[src/rtl/axil_swap_pkg.sv]
package axil_swap_pkg;

  typedef logic [1:0] axresp_t;

  localparam axresp_t RESP_OKAY   = 2'b00;
  localparam axresp_t RESP_SLVERR = 2'b10;

endpackage

[src/rtl/swap_wr_chan.sv]
module swap_wr_chan
  import axil_swap_pkg::*;
#(
  parameter int ADDR_W = 12,
  parameter int DATA_W = 32
) (
  input  logic                clk,
  input  logic                rst_n,
  input  logic [ADDR_W-1:0]   awaddr_i,
  input  logic                awvalid_i,
  output logic                awready_o,
  input  logic [DATA_W-1:0]   wdata_i,
  input  logic [DATA_W/8-1:0] wstrb_i,
  input  logic                wvalid_i,
  output logic                wready_o,
  output axresp_t             bresp_o,
  output logic                bvalid_o,
  input  logic                bready_i,
  output logic                commit_o,
  output logic [ADDR_W-1:0]   commit_addr_o,
  output logic [DATA_W-1:0]   commit_data_o,
  output logic [DATA_W/8-1:0] commit_strb_o,
  input  logic                commit_ok_i
);

  localparam int STRB_W = DATA_W / 8;

  logic              aw_held_q, aw_held_d;
  logic              w_held_q,  w_held_d;
  logic              bvalid_q,  bvalid_d;
  axresp_t           bresp_q,   bresp_d;
  logic [ADDR_W-1:0] addr_q;
  logic [DATA_W-1:0] data_q;
  logic [STRB_W-1:0] strb_q;
  logic              addr_en, data_en, resp_en;

  assign awready_o = !aw_held_q && !bvalid_q;
  assign wready_o  = !w_held_q  && !bvalid_q;
  assign bvalid_o  = bvalid_q;
  assign bresp_o   = bresp_q;

  assign commit_o      = aw_held_q && w_held_q && !bvalid_q;
  assign commit_addr_o = addr_q;
  assign commit_data_o = data_q;
  assign commit_strb_o = strb_q;

  // next-state
  always_comb begin
    aw_held_d = aw_held_q;
    w_held_d  = w_held_q;
    bvalid_d  = bvalid_q;
    bresp_d   = bresp_q;
    addr_en   = 1'b0;
    data_en   = 1'b0;
    resp_en   = 1'b0;
    if (bvalid_q) begin
      if (bready_i) bvalid_d = 1'b0;
    end else if (commit_o) begin
      bvalid_d  = 1'b1;
      resp_en   = 1'b1;
      bresp_d   = commit_ok_i ? RESP_OKAY : RESP_SLVERR;
      aw_held_d = 1'b0;
      w_held_d  = 1'b0;
    end else begin
      if (awvalid_i && awready_o) begin
        aw_held_d = 1'b1;
        addr_en   = 1'b1;
      end
      if (wvalid_i && wready_o) begin
        w_held_d = 1'b1;
        data_en  = 1'b1;
      end
    end
  end

  // state registers
  always_ff @(posedge clk or negedge rst_n) begin
    if (!rst_n) begin
      aw_held_q <= 1'b0;
      w_held_q  <= 1'b0;
      bvalid_q  <= 1'b0;
      bresp_q   <= RESP_OKAY;
    end else begin
      aw_held_q <= aw_held_d;
      w_held_q  <= w_held_d;
      bvalid_q  <= bvalid_d;
      if (resp_en) bresp_q <= bresp_d;
    end
  end

  // captured request fields, enabled only on acceptance
  always_ff @(posedge clk or negedge rst_n) begin
    if (!rst_n) begin
      addr_q <= '0;
      data_q <= '0;
      strb_q <= '0;
    end else begin
      if (addr_en) addr_q <= awaddr_i;
      if (data_en) begin
        data_q <= wdata_i;
        strb_q <= wstrb_i;
      end
    end
  end

  assert_b_hold_R8: assert property (@(posedge clk) disable iff (!rst_n)
    (bvalid_q && !bready_i) |=> (bvalid_q && $stable(bresp_q)));

  assert_b_after_both_R8: assert property (@(posedge clk) disable iff (!rst_n)
    $rose(bvalid_q) |-> $past(aw_held_q && w_held_q));

  assert_aw_blocked_R9: assert property (@(posedge clk) disable iff (!rst_n)
    (awvalid_i && awready_o) |=> !awready_o);

endmodule

[src/rtl/swap_rd_chan.sv]
module swap_rd_chan
  import axil_swap_pkg::*;
#(
  parameter int ADDR_W = 12,
  parameter int DATA_W = 32
) (
  input  logic              clk,
  input  logic              rst_n,
  input  logic [ADDR_W-1:0] araddr_i,
  input  logic              arvalid_i,
  output logic              arready_o,
  output logic [DATA_W-1:0] rdata_o,
  output axresp_t           rresp_o,
  output logic              rvalid_o,
  input  logic              rready_i,
  output logic [ADDR_W-1:0] look_addr_o,
  input  logic [DATA_W-1:0] look_data_i,
  input  logic              look_ok_i
);

  logic              rvalid_q, rvalid_d;
  logic [DATA_W-1:0] rdata_q;
  axresp_t           rresp_q;
  logic              load_en;

  assign arready_o   = !rvalid_q;
  assign rvalid_o    = rvalid_q;
  assign rdata_o     = rdata_q;
  assign rresp_o     = rresp_q;
  assign look_addr_o = araddr_i;

  // next-state
  always_comb begin
    rvalid_d = rvalid_q;
    load_en  = 1'b0;
    if (rvalid_q) begin
      if (rready_i) rvalid_d = 1'b0;
    end else if (arvalid_i) begin
      rvalid_d = 1'b1;
      load_en  = 1'b1;
    end
  end

  always_ff @(posedge clk or negedge rst_n) begin
    if (!rst_n) begin
      rvalid_q <= 1'b0;
      rdata_q  <= '0;
      rresp_q  <= RESP_OKAY;
    end else begin
      rvalid_q <= rvalid_d;
      if (load_en) begin
        rdata_q <= look_data_i;
        rresp_q <= look_ok_i ? RESP_OKAY : RESP_SLVERR;
      end
    end
  end

  assert_r_hold_R8: assert property (@(posedge clk) disable iff (!rst_n)
    (rvalid_q && !rready_i) |=> (rvalid_q && $stable(rdata_q) && $stable(rresp_q)));

  assert_ar_blocked_R9: assert property (@(posedge clk) disable iff (!rst_n)
    (arvalid_i && arready_o) |=> !arready_o);

endmodule

[src/rtl/swap_reg_core.sv]
module swap_reg_core #(
  parameter int ADDR_W  = 12,
  parameter int DATA_W  = 32,
  parameter int LIGHT_W = 16,
  parameter logic [ADDR_W-1:0] SCR_OFFS = 12'h500,
  parameter logic [ADDR_W-1:0] SHD_OFFS = 12'h504
) (
  input  logic                clk,
  input  logic                rst_n,
  input  logic                wr_en_i,
  input  logic [ADDR_W-1:0]   wr_addr_i,
  input  logic [DATA_W-1:0]   wr_data_i,
  input  logic [DATA_W/8-1:0] wr_strb_i,
  output logic                wr_ok_o,
  input  logic [ADDR_W-1:0]   rd_addr_i,
  output logic [DATA_W-1:0]   rd_data_o,
  output logic                rd_ok_o,
  input  logic [LIGHT_W-1:0]  sw_mask_i,
  output logic [LIGHT_W-1:0]  led_o
);

  localparam int NBYTES = DATA_W / 8;

  logic [DATA_W-1:0]  scratch_q;
  logic [DATA_W-1:0]  swapped;
  logic [DATA_W-1:0]  shadow_ext;
  logic [LIGHT_W-1:0] shadow;
  logic               wr_hit_scr, wr_hit_shd;
  logic               rd_hit_scr, rd_hit_shd;

  assign wr_hit_scr = (wr_addr_i == SCR_OFFS);
  assign wr_hit_shd = (wr_addr_i == SHD_OFFS);
  assign wr_ok_o    = wr_hit_scr || wr_hit_shd;

  assign rd_hit_scr = (rd_addr_i == SCR_OFFS);
  assign rd_hit_shd = (rd_addr_i == SHD_OFFS);
  assign rd_ok_o    = rd_hit_scr || rd_hit_shd;

  // per-lane storage with its own clock enable
  for (genvar b = 0; b < NBYTES; b++) begin : g_lane
    logic lane_en;
    assign lane_en = wr_en_i && wr_hit_scr && wr_strb_i[b];
    always_ff @(posedge clk or negedge rst_n) begin
      if (!rst_n) begin
        scratch_q[8*b +: 8] <= 8'h00;
      end else if (lane_en) begin
        scratch_q[8*b +: 8] <= wr_data_i[8*b +: 8];
      end
    end
    // lane b of the read view comes from the mirrored lane
    assign swapped[8*b +: 8] = scratch_q[8*(NBYTES-1-b) +: 8];
  end

  assign shadow = scratch_q[LIGHT_W-1:0];

  always_comb begin
    shadow_ext                = '0;
    shadow_ext[LIGHT_W-1:0]   = shadow;
  end

  always_comb begin
    rd_data_o = '0;
    if (rd_hit_scr)      rd_data_o = swapped;
    else if (rd_hit_shd) rd_data_o = shadow_ext;
  end

  assign led_o = shadow & sw_mask_i;

  assert_shadow_ro_R6: assert property (@(posedge clk) disable iff (!rst_n)
    (wr_en_i && wr_hit_shd) |=> $stable(scratch_q));

  assert_shadow_upper_zero_R4: assert property (@(posedge clk) disable iff (!rst_n)
    rd_hit_shd |-> (rd_data_o[DATA_W-1:LIGHT_W] == '0));

endmodule

[src/rtl/axil_swap_shadow.sv]
module axil_swap_shadow
  import axil_swap_pkg::*;
#(
  parameter int ADDR_W  = 12,
  parameter int DATA_W  = 32,
  parameter int LIGHT_W = 16,
  parameter logic [ADDR_W-1:0] SCR_OFFS = 12'h500,
  parameter logic [ADDR_W-1:0] SHD_OFFS = 12'h504
) (
  input  logic                clk,
  input  logic                rst_n,
  input  logic [ADDR_W-1:0]   s_awaddr,
  input  logic                s_awvalid,
  output logic                s_awready,
  input  logic [DATA_W-1:0]   s_wdata,
  input  logic [DATA_W/8-1:0] s_wstrb,
  input  logic                s_wvalid,
  output logic                s_wready,
  output logic [1:0]          s_bresp,
  output logic                s_bvalid,
  input  logic                s_bready,
  input  logic [ADDR_W-1:0]   s_araddr,
  input  logic                s_arvalid,
  output logic                s_arready,
  output logic [DATA_W-1:0]   s_rdata,
  output logic [1:0]          s_rresp,
  output logic                s_rvalid,
  input  logic                s_rready,
  input  logic [LIGHT_W-1:0]  sw_mask_i,
  output logic [LIGHT_W-1:0]  led_o
);

  logic                commit;
  logic [ADDR_W-1:0]   commit_addr;
  logic [DATA_W-1:0]   commit_data;
  logic [DATA_W/8-1:0] commit_strb;
  logic                commit_ok;
  logic [ADDR_W-1:0]   look_addr;
  logic [DATA_W-1:0]   look_data;
  logic                look_ok;

  swap_wr_chan #(.ADDR_W(ADDR_W), .DATA_W(DATA_W)) u_wr (
    .clk           (clk),
    .rst_n         (rst_n),
    .awaddr_i      (s_awaddr),
    .awvalid_i     (s_awvalid),
    .awready_o     (s_awready),
    .wdata_i       (s_wdata),
    .wstrb_i       (s_wstrb),
    .wvalid_i      (s_wvalid),
    .wready_o      (s_wready),
    .bresp_o       (s_bresp),
    .bvalid_o      (s_bvalid),
    .bready_i      (s_bready),
    .commit_o      (commit),
    .commit_addr_o (commit_addr),
    .commit_data_o (commit_data),
    .commit_strb_o (commit_strb),
    .commit_ok_i   (commit_ok)
  );

  swap_rd_chan #(.ADDR_W(ADDR_W), .DATA_W(DATA_W)) u_rd (
    .clk         (clk),
    .rst_n       (rst_n),
    .araddr_i    (s_araddr),
    .arvalid_i   (s_arvalid),
    .arready_o   (s_arready),
    .rdata_o     (s_rdata),
    .rresp_o     (s_rresp),
    .rvalid_o    (s_rvalid),
    .rready_i    (s_rready),
    .look_addr_o (look_addr),
    .look_data_i (look_data),
    .look_ok_i   (look_ok)
  );

  swap_reg_core #(
    .ADDR_W   (ADDR_W),
    .DATA_W   (DATA_W),
    .LIGHT_W  (LIGHT_W),
    .SCR_OFFS (SCR_OFFS),
    .SHD_OFFS (SHD_OFFS)
  ) u_core (
    .clk       (clk),
    .rst_n     (rst_n),
    .wr_en_i   (commit),
    .wr_addr_i (commit_addr),
    .wr_data_i (commit_data),
    .wr_strb_i (commit_strb),
    .wr_ok_o   (commit_ok),
    .rd_addr_i (look_addr),
    .rd_data_o (look_data),
    .rd_ok_o   (look_ok),
    .sw_mask_i (sw_mask_i),
    .led_o     (led_o)
  );

  assert_led_masked_R5: assert property (@(posedge clk) disable iff (!rst_n)
    ((led_o & ~sw_mask_i) == '0));

  assert_err_read_zero_R7: assert property (@(posedge clk) disable iff (!rst_n)
    (s_rvalid && s_rresp == RESP_SLVERR) |-> (s_rdata == '0));

  assert_commit_idle_b_R9: assert property (@(posedge clk) disable iff (!rst_n)
    commit |-> !s_bvalid);

endmodule

[config.mk]
export PLATFORM = sky130hd
export DESIGN_NAME = axil_swap_shadow
export DESIGN_NICKNAME = d
export VERILOG_FILES = /design/src/rtl/axil_swap_pkg.sv /design/src/rtl/swap_wr_chan.sv /design/src/rtl/swap_rd_chan.sv /design/src/rtl/swap_reg_core.sv /design/src/rtl/axil_swap_shadow.sv
export SDC_FILE = /design/constraint.sdc
export NUM_CORES = 1
export LEC_CHECK = 0
export BUFFER_PORTS_ARGS = -buffer_cell sky130_fd_sc_hd__buf_2
export CORE_MARGIN = 3
export CORE_UTILIZATION = 35
export DETAILED_ROUTE_END_ITERATION = 10
export SLEW_MARGIN = 20
export SYNTH_ARGS = -nofsm -noshare
export SYNTH_HDL_FRONTEND = slang
export SYNTH_SLANG_ARGS = --single-unit
export TNS_END_PERCENT = 5
[constraint.sdc]
create_clock -name clk -period 2.05 [get_ports clk]
set_input_delay 0.205 -clock clk [delete_from_list [all_inputs] [get_ports clk]]
set_output_delay 0.205 -clock clk [all_outputs]
set_load 0.05 [all_outputs]
Yosys cells after proc, flatten, opt, wreduce, memory -nomap -nowiden. Cells that the tools add are included.

Latch bits: 0. Memory bits (read-only): 0. Flip-flop bits (word level): 120. Output and inout port bits: 57. Bits in writable memories: 0. Memories: 0. Word-level logic and storage cells: 64.

Reductions and logical operators: 22. Equal/unequal tests: 4. Magnitude comparators: 0. Muxes and demuxes: 22. Shift-type cells: 0. Bitwise gates (word level): 2. Add/subtract/negate cells: 0. Multipliers: 0. Divide/modulo/power cells: 0.

Operators by type and width (count): 12-bit by 11-bit == test with 1-bit output, second input constant (4); 32-bit 2-to-1 mux (1); 1-bit 2-to-1 mux (18); 16-bit AND (1); 16-bit 2-to-1 mux (1); 1-bit logical AND (11); 1-bit zero test (4); 2-bit 2-to-1 mux (2); 2-bit AND reduction (2); 2-bit nonzero test (2); 3-bit AND reduction (1); 1-bit logical OR (2); 1-bit inverter (1).

Longest topological paths before layout. Gate-level depths: netlist of the first run.

Depth in word-level cells: 6. Gate-level depth with buffers: 5. Gate-level depth less buffers: 3.

Hierarchy. Synthesis of the first run repeated with hierarchy kept, for this count alone.

Cell total of the unflattened synthesis: 365. Area, all modules: 5424.0 sq um.

By module, submodules not included: swap_wr_chan (cells each 121, area each 2112.0 sq um, instances 1); swap_reg_core (cells each 155, area each 1818.0 sq um, instances 1); swap_rd_chan (cells each 89, area each 1493.9 sq um, instances 1).

Least setup slack after synthesis of the first run. Ideal clock, no wire load.

Path type: register -> register. Start point: register u_wr.bvalid_q (netlist: u_wr.bvalid_o). End point: register u_wr.data_q[0] (netlist: u_wr.commit_data_o[0]). Stages on the path, launching flop included: 6. Required time: 1.925 ns. Path buffers: 2. Path slack: -0.677 ns. Period minus slack after synthesis: 2.727 ns. Arrival time: 2.603 ns. Cell sequence: dfrtp_1 > nor2_1 > and2_1 > clkbuf_1 > clkbuf_1 > mux2_2.

Word-level cells in the longest chain between the ends: 6. Elaborated cells on any way between the ends: 7. Classes of those cells: mux (3); reduce/logical (4).

Ends and longest elaborated chain: from (decl) (line swap_wr_chan.sv:30) `logic bvalid_q, bvalid_d;`; from (signal assigned) (line swap_wr_chan.sv:86) `bvalid_q <= bvalid_d;`; 1-bit zero test (line swap_wr_chan.sv:38) `assign wready_o = !w_held_q && !bvalid_q;`; 1-bit logical AND (line swap_wr_chan.sv:38); net s_wready (line axil_swap_shadow.sv:18) `output logic s_wready,`; 1-bit logical AND (line swap_wr_chan.sv:69) `if (wvalid_i && wready_o) begin`; 1-bit 2-to-1 mux (line swap_wr_chan.sv:69); 1-bit 2-to-1 mux (line swap_wr_chan.sv:58) `end else if (commit_o) begin`; 1-bit 2-to-1 mux (line swap_wr_chan.sv:56) `if (bvalid_q) begin`; to (signal assigned) (line swap_wr_chan.sv:100) `data_q <= wdata_i;`; to (decl) (line swap_wr_chan.sv:33) `logic [DATA_W-1:0] data_q;`.

The timed path passes the listed nets, and every way through them passes these cells. A chain may end at the register's enable or synchronous reset.

Worst setup path in the final report of the first run.
Start point: register u_wr.addr_q[1] (netlist: u_wr.commit_addr_o[1]). End point: register u_core.scratch_q[30].

Word-level cells in the longest chain between the ends: 3.

Ends and longest elaborated chain: from (decl) (line swap_wr_chan.sv:32) `logic [ADDR_W-1:0] addr_q;`; from (signal assigned) (line swap_wr_chan.sv:98) `if (addr_en) addr_q <= awaddr_i;`; 12-bit by 11-bit == test with 1-bit output (line swap_reg_core.sv:31) `assign wr_hit_scr = (wr_addr_i == SCR_OFFS);`; 1-bit logical AND (2 in series) (line swap_reg_core.sv:42) `assign lane_en = wr_en_i && wr_hit_scr && wr_strb_i[b];`; to (signal, indexed assignment) (line swap_reg_core.sv:47) `scratch_q[8*b +: 8] <= wr_data_i[8*b +: 8];`; to (decl) (line swap_reg_core.sv:24) `logic [DATA_W-1:0] scratch_q;`.

No other way between the ends.

==> flow_summary.json, run 1 <==
{
  "synth_top_area_frac": 0.606,
  "synthDistinctLibCells": 28,
  "dieArea_um2": 15400,
  "synth_flop_cell": "dfrtp_1",
  "crit_buf_inv": 2,
  "seq_area_um2": 2950,
  "synthTopCellsByCount": "118 x dfrtp_1, 76 x mux2_2, 35 x o21ai_0",
  "cts_buffer_depth": 2,
  "synth_async_sr_flop_share": 1.00,
  "fp.dieH_um": 124,
  "post_drt_wl_per_cell_um": 16.1,
  "grt_max_degree": 43,
  "end_kind": "flip-flop",
  "status": "complete, no violations",
  "ir_drop_mv": 0.870,
  "postSynthCellCount": 365,
  "path_cells": "or4_1, buf_4, nor4_4, buf_6, mux2_2",
  "place_hpwl_um": 8400,
  "clkSinkCount": 118,
  "crit_family": "simple AND/OR/NAND/NOR gates",
  "fin_crit_sh": 0.977,
  "num_vias": 3324,
  "nets": 606,
  "ys_ff_latch": 118,
  "worstSetupStartpointType": "flip-flop",
  "cts_tree": "done",
  "port_buffers": 137,
  "grt_pass1_wl_um": 17700,
  "yosysSeqAreaShare": 0.606,
  "stdcell_count": 712,
  "crit_type": "flip-flop to flip-flop",
  "dpl_cell_area_um2": 5900,
  "min_to": "u_wr.commit_addr_o[10]",
  "multiInputGateArea_um2": 1850,
  "grt_usage": 0.153,
  "reg2regPathDepth": 5,
  "area_growth_syn_to_layout_pct": 35.3,
  "worstMarginPinSlew_ns": 0.713,
  "relSlewSlack": 0.525,
  "seq_power_share": 0.402,
  "p_int_mw": 5.88,
  "drt_wl_total_um": 11400,
  "cp_max_fo": 8,
  "p_per_area_nw_per_um2": 1200,
  "worstHoldPathCells": 2,
  "avgSynthCellArea_um2": 13.4,
  "yosysTopAreaCell": "dfrtp_1",
  "fmax_mhz": 499,
  "core-area_um2": 13500,
  "r2r_end": "u_core.scratch_q[30]",
  "antenna_found_initial": 1,
  "detail_route.iter0.violations": 94,
  "first_pass_iters": 4,
  "setup_viol": 0,
  "clock_skew_ns": 0.00879,
  "row_count": 42,
  "grt_pass1_vias": 3452,
  "netlist_area_um2": 4880,
  "worstSkewPairLatency_ns": 0.41,
  "ctsHtreeMaxLevel": 4,
  "min-delay-start": "s_awaddr[10]",
  "leakage_nw": 3.28,
  "critPathMaxStageDelay_ns": 0.51,
  "pin_count": 140,
  "drc": 0,
  "switchingPower_mw": 2.03,
  "fill_cells": 1248,
  "cp.arrival_ns": 2.29,
  "setup_tns_ns": 0,
  "synth_warnings": 0,
  "hold_violations": 0,
  "crit_slowest_cell": "or4_1",
  "gp_congestion": 0.777,
  "p_comb_frac": 0.196,
  "die_w_um": 124,
  "rsz0062_at_grt": "no",
  "reg2reg_setup_slack_ns": 0.05,
  "min_period_ns": 2.00,
  "start_util": 0.362,
  "diodes": 0,
  "ant_nets": 0,
  "drive_gt1_frac": 0.504,
  "synth.area.top_cells": "dfrtp_1 61%, mux2_2 18%, o21ai_0 3.6%",
  "drv_slew": 0,
  "cts_inserted_buffers": 17,
  "grt_overflow": 0,
  "clkPwrFrac": 0.402,
  "synth_edf_count": 0,
  "r2r_start": "u_wr.commit_addr_o[1]",
  "dp_cells": 677,
  "avgViaCountPerCell": 4.67,
  "cp.required_ns": 2.34,
  "switching_share": 0.257,
  "clkTransAtPathRegs_ns": 0.05,
  "hp-class": "primary input to flip-flop",
  "synth_most_common_cell": "dfrtp_1",
  "root_buffer": "clkbuf_16",
  "fin_area_um2": 6600,
  "drv_cap": 0,
  "fin_util": 0.490
}
[layer usage]
layer	global-route usage	vias up	routed length, um
li1	-	1582	-
met2	0.249	91	5610
met3	0.0527	15	667
met5	0	-	7
met1	0.188	1634	4960
met4	0.0616	2	184
[worst reg2reg max path: cells and delay by family (launching register included)]
| kind | cells | cell delay (ns) |
|---|---|---|
| buffers and inverters | 2 | 0.36 |
| DFF | 1 | 0.38 |
| muxes | 1 | 0.34 |
| and+or+nand+nor | 2 | 0.80 |
[power by group through the flow]
stage | Sequential, mW | Clock [mW] | Combinational, mW
after detailed placement | 3.22 | 0 | 1.56
after global routing | 3.25 | 3.36 | 1.68
after CTS | 3.18 | 3.24 | 1.57
after floorplan | 3.20 | 0 | 1.04
after global placement | 3.20 | 0 | 1.51
final | 3.18 | 3.17 | 1.55
[cell usage in the layout, fill, tap and decap left out, types with 3 or more instances in the layout]
master / n
and2_1: 16
buf_12: 4
buf_2: 136
buf_4: 11
buf_6: 4
bufinv_16: 4
clkbuf_16: 17
clkbuf_8: 5
clkinv_2: 3
dfrtp_1: 117
dlygate4sd3_1: 3
mux2_1: 4
mux2_2: 76
mux2i_1: 16
nand2_1: 34
nand2b_1: 18
nor4_4: 4
o21ai_0: 35
or4bb_1: 5
[worst max path at each step]
stage,start,endpoint,slack (ns),cells past startpoint
after global routing,u_wr.commit_addr_o[1],u_core.scratch_q[2],0.003,5
after CTS,u_wr.commit_addr_o[1],u_core.scratch_q[17],0.005,5
after floorplan,u_wr.bvalid_o,u_core.scratch_q[10],-0.02,4
after detailed placement,u_wr.commit_addr_o[1],u_core.scratch_q[6],0.02,5
final,u_wr.commit_addr_o[1],u_core.scratch_q[30],0.05,5
after global placement,u_wr.commit_addr_o[1],u_core.scratch_q[12],0.06,5
[sequential cells by signal, summed over array words and instances, names as in the netlist, 4 cells and up]
| name | cells |
|---|---|
| u_rd.rdata_o | 32 |
| u_wr.commit_addr_o | 12 |
| u_wr.commit_strb_o | 4 |
| u_core.scratch_q | 32 |
| u_wr.commit_data_o | 32 |
[cells by family after synthesis]
logic type | Yosys count | share of synthesized area
simple gates | 90 | 0.116
mux | 96 | 0.218
flops | 118 | 0.606
other cells | 1 | 0.000769
buf+inv | 22 | 0.0192
compound gates | 38 | 0.0405
[final cells by class]
class                      count  share of cell area
sequential                   118               0.448
multi-input combinational    226               0.281
timing repair buffer         158               0.139
clock buffer                  24              0.0760
tap                          176              0.0334
clock inverter                 8              0.0216
inverter                       2             0.00114
[what timing repair did]
item,4_1_cts,5_1_grt
gates resized for setup,0,5
endpoints found under the setup margin,0,22
hold endpoints to repair,37,0
hold buffers,3,0
buffers inserted,0,0
[per-stage QoR]
step	hold WS, ns	worst slack, ns	power [mW]
final	0.0243	0.0477	7.90
after floorplan	-0.0906	-0.0233	4.24
after CTS	0.00474	0.00528	7.99
after detailed placement	0.209	0.0206	4.78
after global placement	0.200	0.0610	4.71
after global routing	0.0154	0.00292	8.29
Power figures use the tool's default switching activity.
==> inputs of run 2 (changes only) <==
--- a/config.mk
+++ b/config.mk
@@ -5,10 +5,12 @@
 export SDC_FILE = /design/constraint.sdc
 export NUM_CORES = 1
 export LEC_CHECK = 0
+export ABC_AREA = 1
 export BUFFER_PORTS_ARGS = -buffer_cell sky130_fd_sc_hd__buf_2
 export CORE_MARGIN = 3
 export CORE_UTILIZATION = 35
 export DETAILED_ROUTE_END_ITERATION = 10
+export HOLD_SLACK_MARGIN = 0.05
 export SLEW_MARGIN = 20
 export SYNTH_ARGS = -nofsm -noshare
 export SYNTH_HDL_FRONTEND = slang
==> run 2 against run 1 <==
Net effect:
- die area grew 10%
- clock skew shrank 0.00057 ns
- routed wire length grew 21%
- sequential power grew 5%
- fmax grew 16%
- utilization shrank 0.12 points
- area after synthesis grew 11%
- register-to-register slack gained 0.28 ns
- largest cell class unchanged
==> flow_summary.json, run 2 <==
{
  "yosysSeqAreaShare": 0.546,
  "switchingPower_mw": 2.28,
  "grt_usage": 0.172,
  "drv_slew": 0,
  "fin_area_um2": 7240,
  "synthTopCellsByCount": "193 x nand2_1, 118 x dfrtp_1, 34 x mux2_4",
  "netlist_area_um2": 5400,
  "seq_power_share": 0.428,
  "synth_async_sr_flop_share": 1.00,
  "relSlewSlack": 0.367,
  "antenna_found_initial": 0,
  "detail_route.iter0.violations": 265,
  "clkSinkCount": 118,
  "clkTransAtPathRegs_ns": 0.05,
  "crit_type": "flip-flop to flip-flop",
  "rsz0062_at_grt": "no",
  "setup_ws_ns": 0.327,
  "ys_ff_latch": 118,
  "grt_max_degree": 41,
  "synth.area.top_cells": "dfrtp_1 55%, nand2_1 13%, mux2_4 9.4%",
  "status": "complete, no violations",
  "layout_commonest_cell": "nand2_1",
  "die_w_um": 130,
  "worstSkewPairLatency_ns": 0.41,
  "cts_setup_buffers": 0,
  "drt_wl_total_um": 13800,
  "fp.dieH_um": 130,
  "reg2reg_setup_slack_ns": 0.33,
  "synth_flop_cell": "dfrtp_1",
  "root_buffer": "clkbuf_16",
  "min_period_ns": 1.72,
  "grt_overflow": 0,
  "drive_gt1_frac": 0.333,
  "worstSetupStartpointType": "flip-flop",
  "layout_common_cells": "193 x nand2_1, 136 x buf_2, 118 x dfrtp_1",
  "reg2regPathDepth": 5,
  "area_growth_syn_to_layout_pct": 34.1,
  "critPathCapture": "u_rd.rdata_o[26]",
  "port_buffers": 137,
  "startpoint": "u_rd.rvalid_o",
  "postSynthCellCount": 543,
  "hp-class": "primary input to flip-flop",
  "holdWs_ns": 0.0773,
  "setup_tns_ns": 0,
  "gp_congestion": 0.833,
  "start_util": 0.365,
  "p_comb_frac": 0.230,
  "r2r_end": "u_rd.rdata_o[26]",
  "dieArea_um2": 17000,
  "cp.arrival_ns": 2.01,
  "grt_pass1_vias": 4448,
  "nets": 810,
  "fill_cells": 1400,
  "ctsResizeCount": 0,
  "pin_count": 140,
  "clock_skew_ns": 0.00823,
  "cts_buffer_depth": 2,
  "post_drt_wl_per_cell_um": 15.0,
  "first_pass_iters": 4,
  "drv_cap": 0,
  "diodes": 0,
  "core-area_um2": 14800,
  "r2r_start": "u_rd.rvalid_o",
  "cp_max_fo": 34,
  "yosysTopAreaCell": "dfrtp_1",
  "switching_share": 0.292,
  "cts_inserted_buffers": 17,
  "cp.required_ns": 2.34,
  "clkPwrFrac": 0.343,
  "place_hpwl_um": 9890,
  "ir_drop_mv": 0.556,
  "grt_pass1_wl_um": 22400,
  "hold_violations": 0,
  "synth_edf_count": 0,
  "synth_top_area_frac": 0.546,
  "worstMarginPinSlew_ns": 0.944,
  "p_per_area_nw_per_um2": 1080,
  "pre_cts_slack_ns": 0.342,
  "drc": 0,
  "synth_warnings": 0,
  "leakage_nw": 3.96,
  "cts_tree": "done",
  "dpl_cell_area_um2": 6210,
  "setup_viol": 0,
  "avgSynthCellArea_um2": 9.95,
  "synthDistinctLibCells": 28,
  "synth_most_common_cell": "nand2_1",
  "end_kind": "flip-flop",
  "fmax_mhz": 580,
  "total_power_mw": 7.82,
  "row_count": 44,
  "ant_nets": 0,
  "avgViaCountPerCell": 4.72,
  "ctsHtreeMaxLevel": 4,
  "num_vias": 4352,
  "fin_crit_sh": 0.841,
  "p_int_mw": 5.54
}
==> run 2: cell count changes in the layout (fill, tap and decap cells not counted), moves of 18 or more <==
| cell | previous run | this run |
|---|---|---|
| nor2_1 | 0 | 19 |
| nand4_1 | 1 | 32 |
| dlygate4sd3_1 | 3 | 49 |
| mux2_4 | 0 | 34 |
| nand2b_1 | 18 | 0 |
| o21ai_0 | 35 | 9 |
| nand2_1 | 34 | 193 |
| mux2_2 | 76 | 7 |
| inv_1 | 2 | 23 |
| nand3_1 | 0 | 33 |
==> run 2: final cells by class <==
class,instances,area [um^2],share of cell area
clock inverters,3,15.0,0.00207
well taps,184,230,0.0318
clock buffers,28,527,0.0727
multi-input cells,368,2140,0.296
inverters,29,109,0.0150
flip-flops and latches,118,2950,0.408
repair buffers,193,1270,0.175
==> run 2: per-layer routing <==
layer | vias to the layer above | track usage | part of all wire
met2 | 134 | 0.275 | 0.47
met5 | - | 0 | 0
met1 | 2040 | 0.221 | 0.45
met3 | 26 | 0.0385 | 0.051
met4 | 0 | 0.0795 | 0.025
li1 | 2152 | - | -
==> run 2: critical path, stage by stage (launching register included) <==
cell and delay [ns]:
dfrtp_1 0.33, inv_1 0.07, nand2_2 0.07, clkinv_1 0.72, nand2_1 0.31, o21ai_2 0.08
==> run 2: worst min-delay path by stage <==
stage | startpoint | end | slack [ns] | cells after the start
2_1_floorplan | rst_n | u_core.scratch_q[0] | -0.09 | 0
3_3_place_gp | rst_n | u_wr.commit_data_o[29] | 0.23 | 1
3_5_place_dp | rst_n | u_wr.commit_data_o[29] | 0.24 | 1
4_1_cts | s_awaddr[1] | u_wr.commit_addr_o[1] | 0.05 | 3
5_1_grt | s_awaddr[3] | u_wr.commit_addr_o[3] | 0.09 | 3
6_report | s_awaddr[3] | u_wr.commit_addr_o[3] | 0.08 | 3
==> run 2: power groups by stage <==
stage	Clock [mW]	Sequential, mW	Combinational, mW
after floorplan	0	3.23	1.47
after global placement	0	3.35	1.69
after detailed placement	0	3.38	1.74
after CTS	2.74	3.34	1.81
after global routing	2.85	3.42	1.95
final	2.68	3.35	1.79
==> run 2: timing repair <==
action / 4_1_cts / 5_1_grt
setup endpoints to repair: 0 / 0
hold endpoints to repair: 83 / 2
hold buffers: 47 / 2
==> run 2: through the flow <==
stage	util	std cells
after floorplan	-	544
after CTS	0.488	921
after global placement	0.419	843
final	0.489	923
after global routing	0.489	923
after detailed placement	0.419	843
==> run 2: cell families (layout without fill, tap and decap cells) <==
group,after synthesis,after routing,share of synthesized area
AND/OR/NAND/NOR,298,298,0.253
flip-flops,118,118,0.546
buffers and inverters,58,253,0.0583
multiplexers,41,41,0.109
AO/OA/AOI/OAI,27,27,0.0322
other,1,2,0.000694
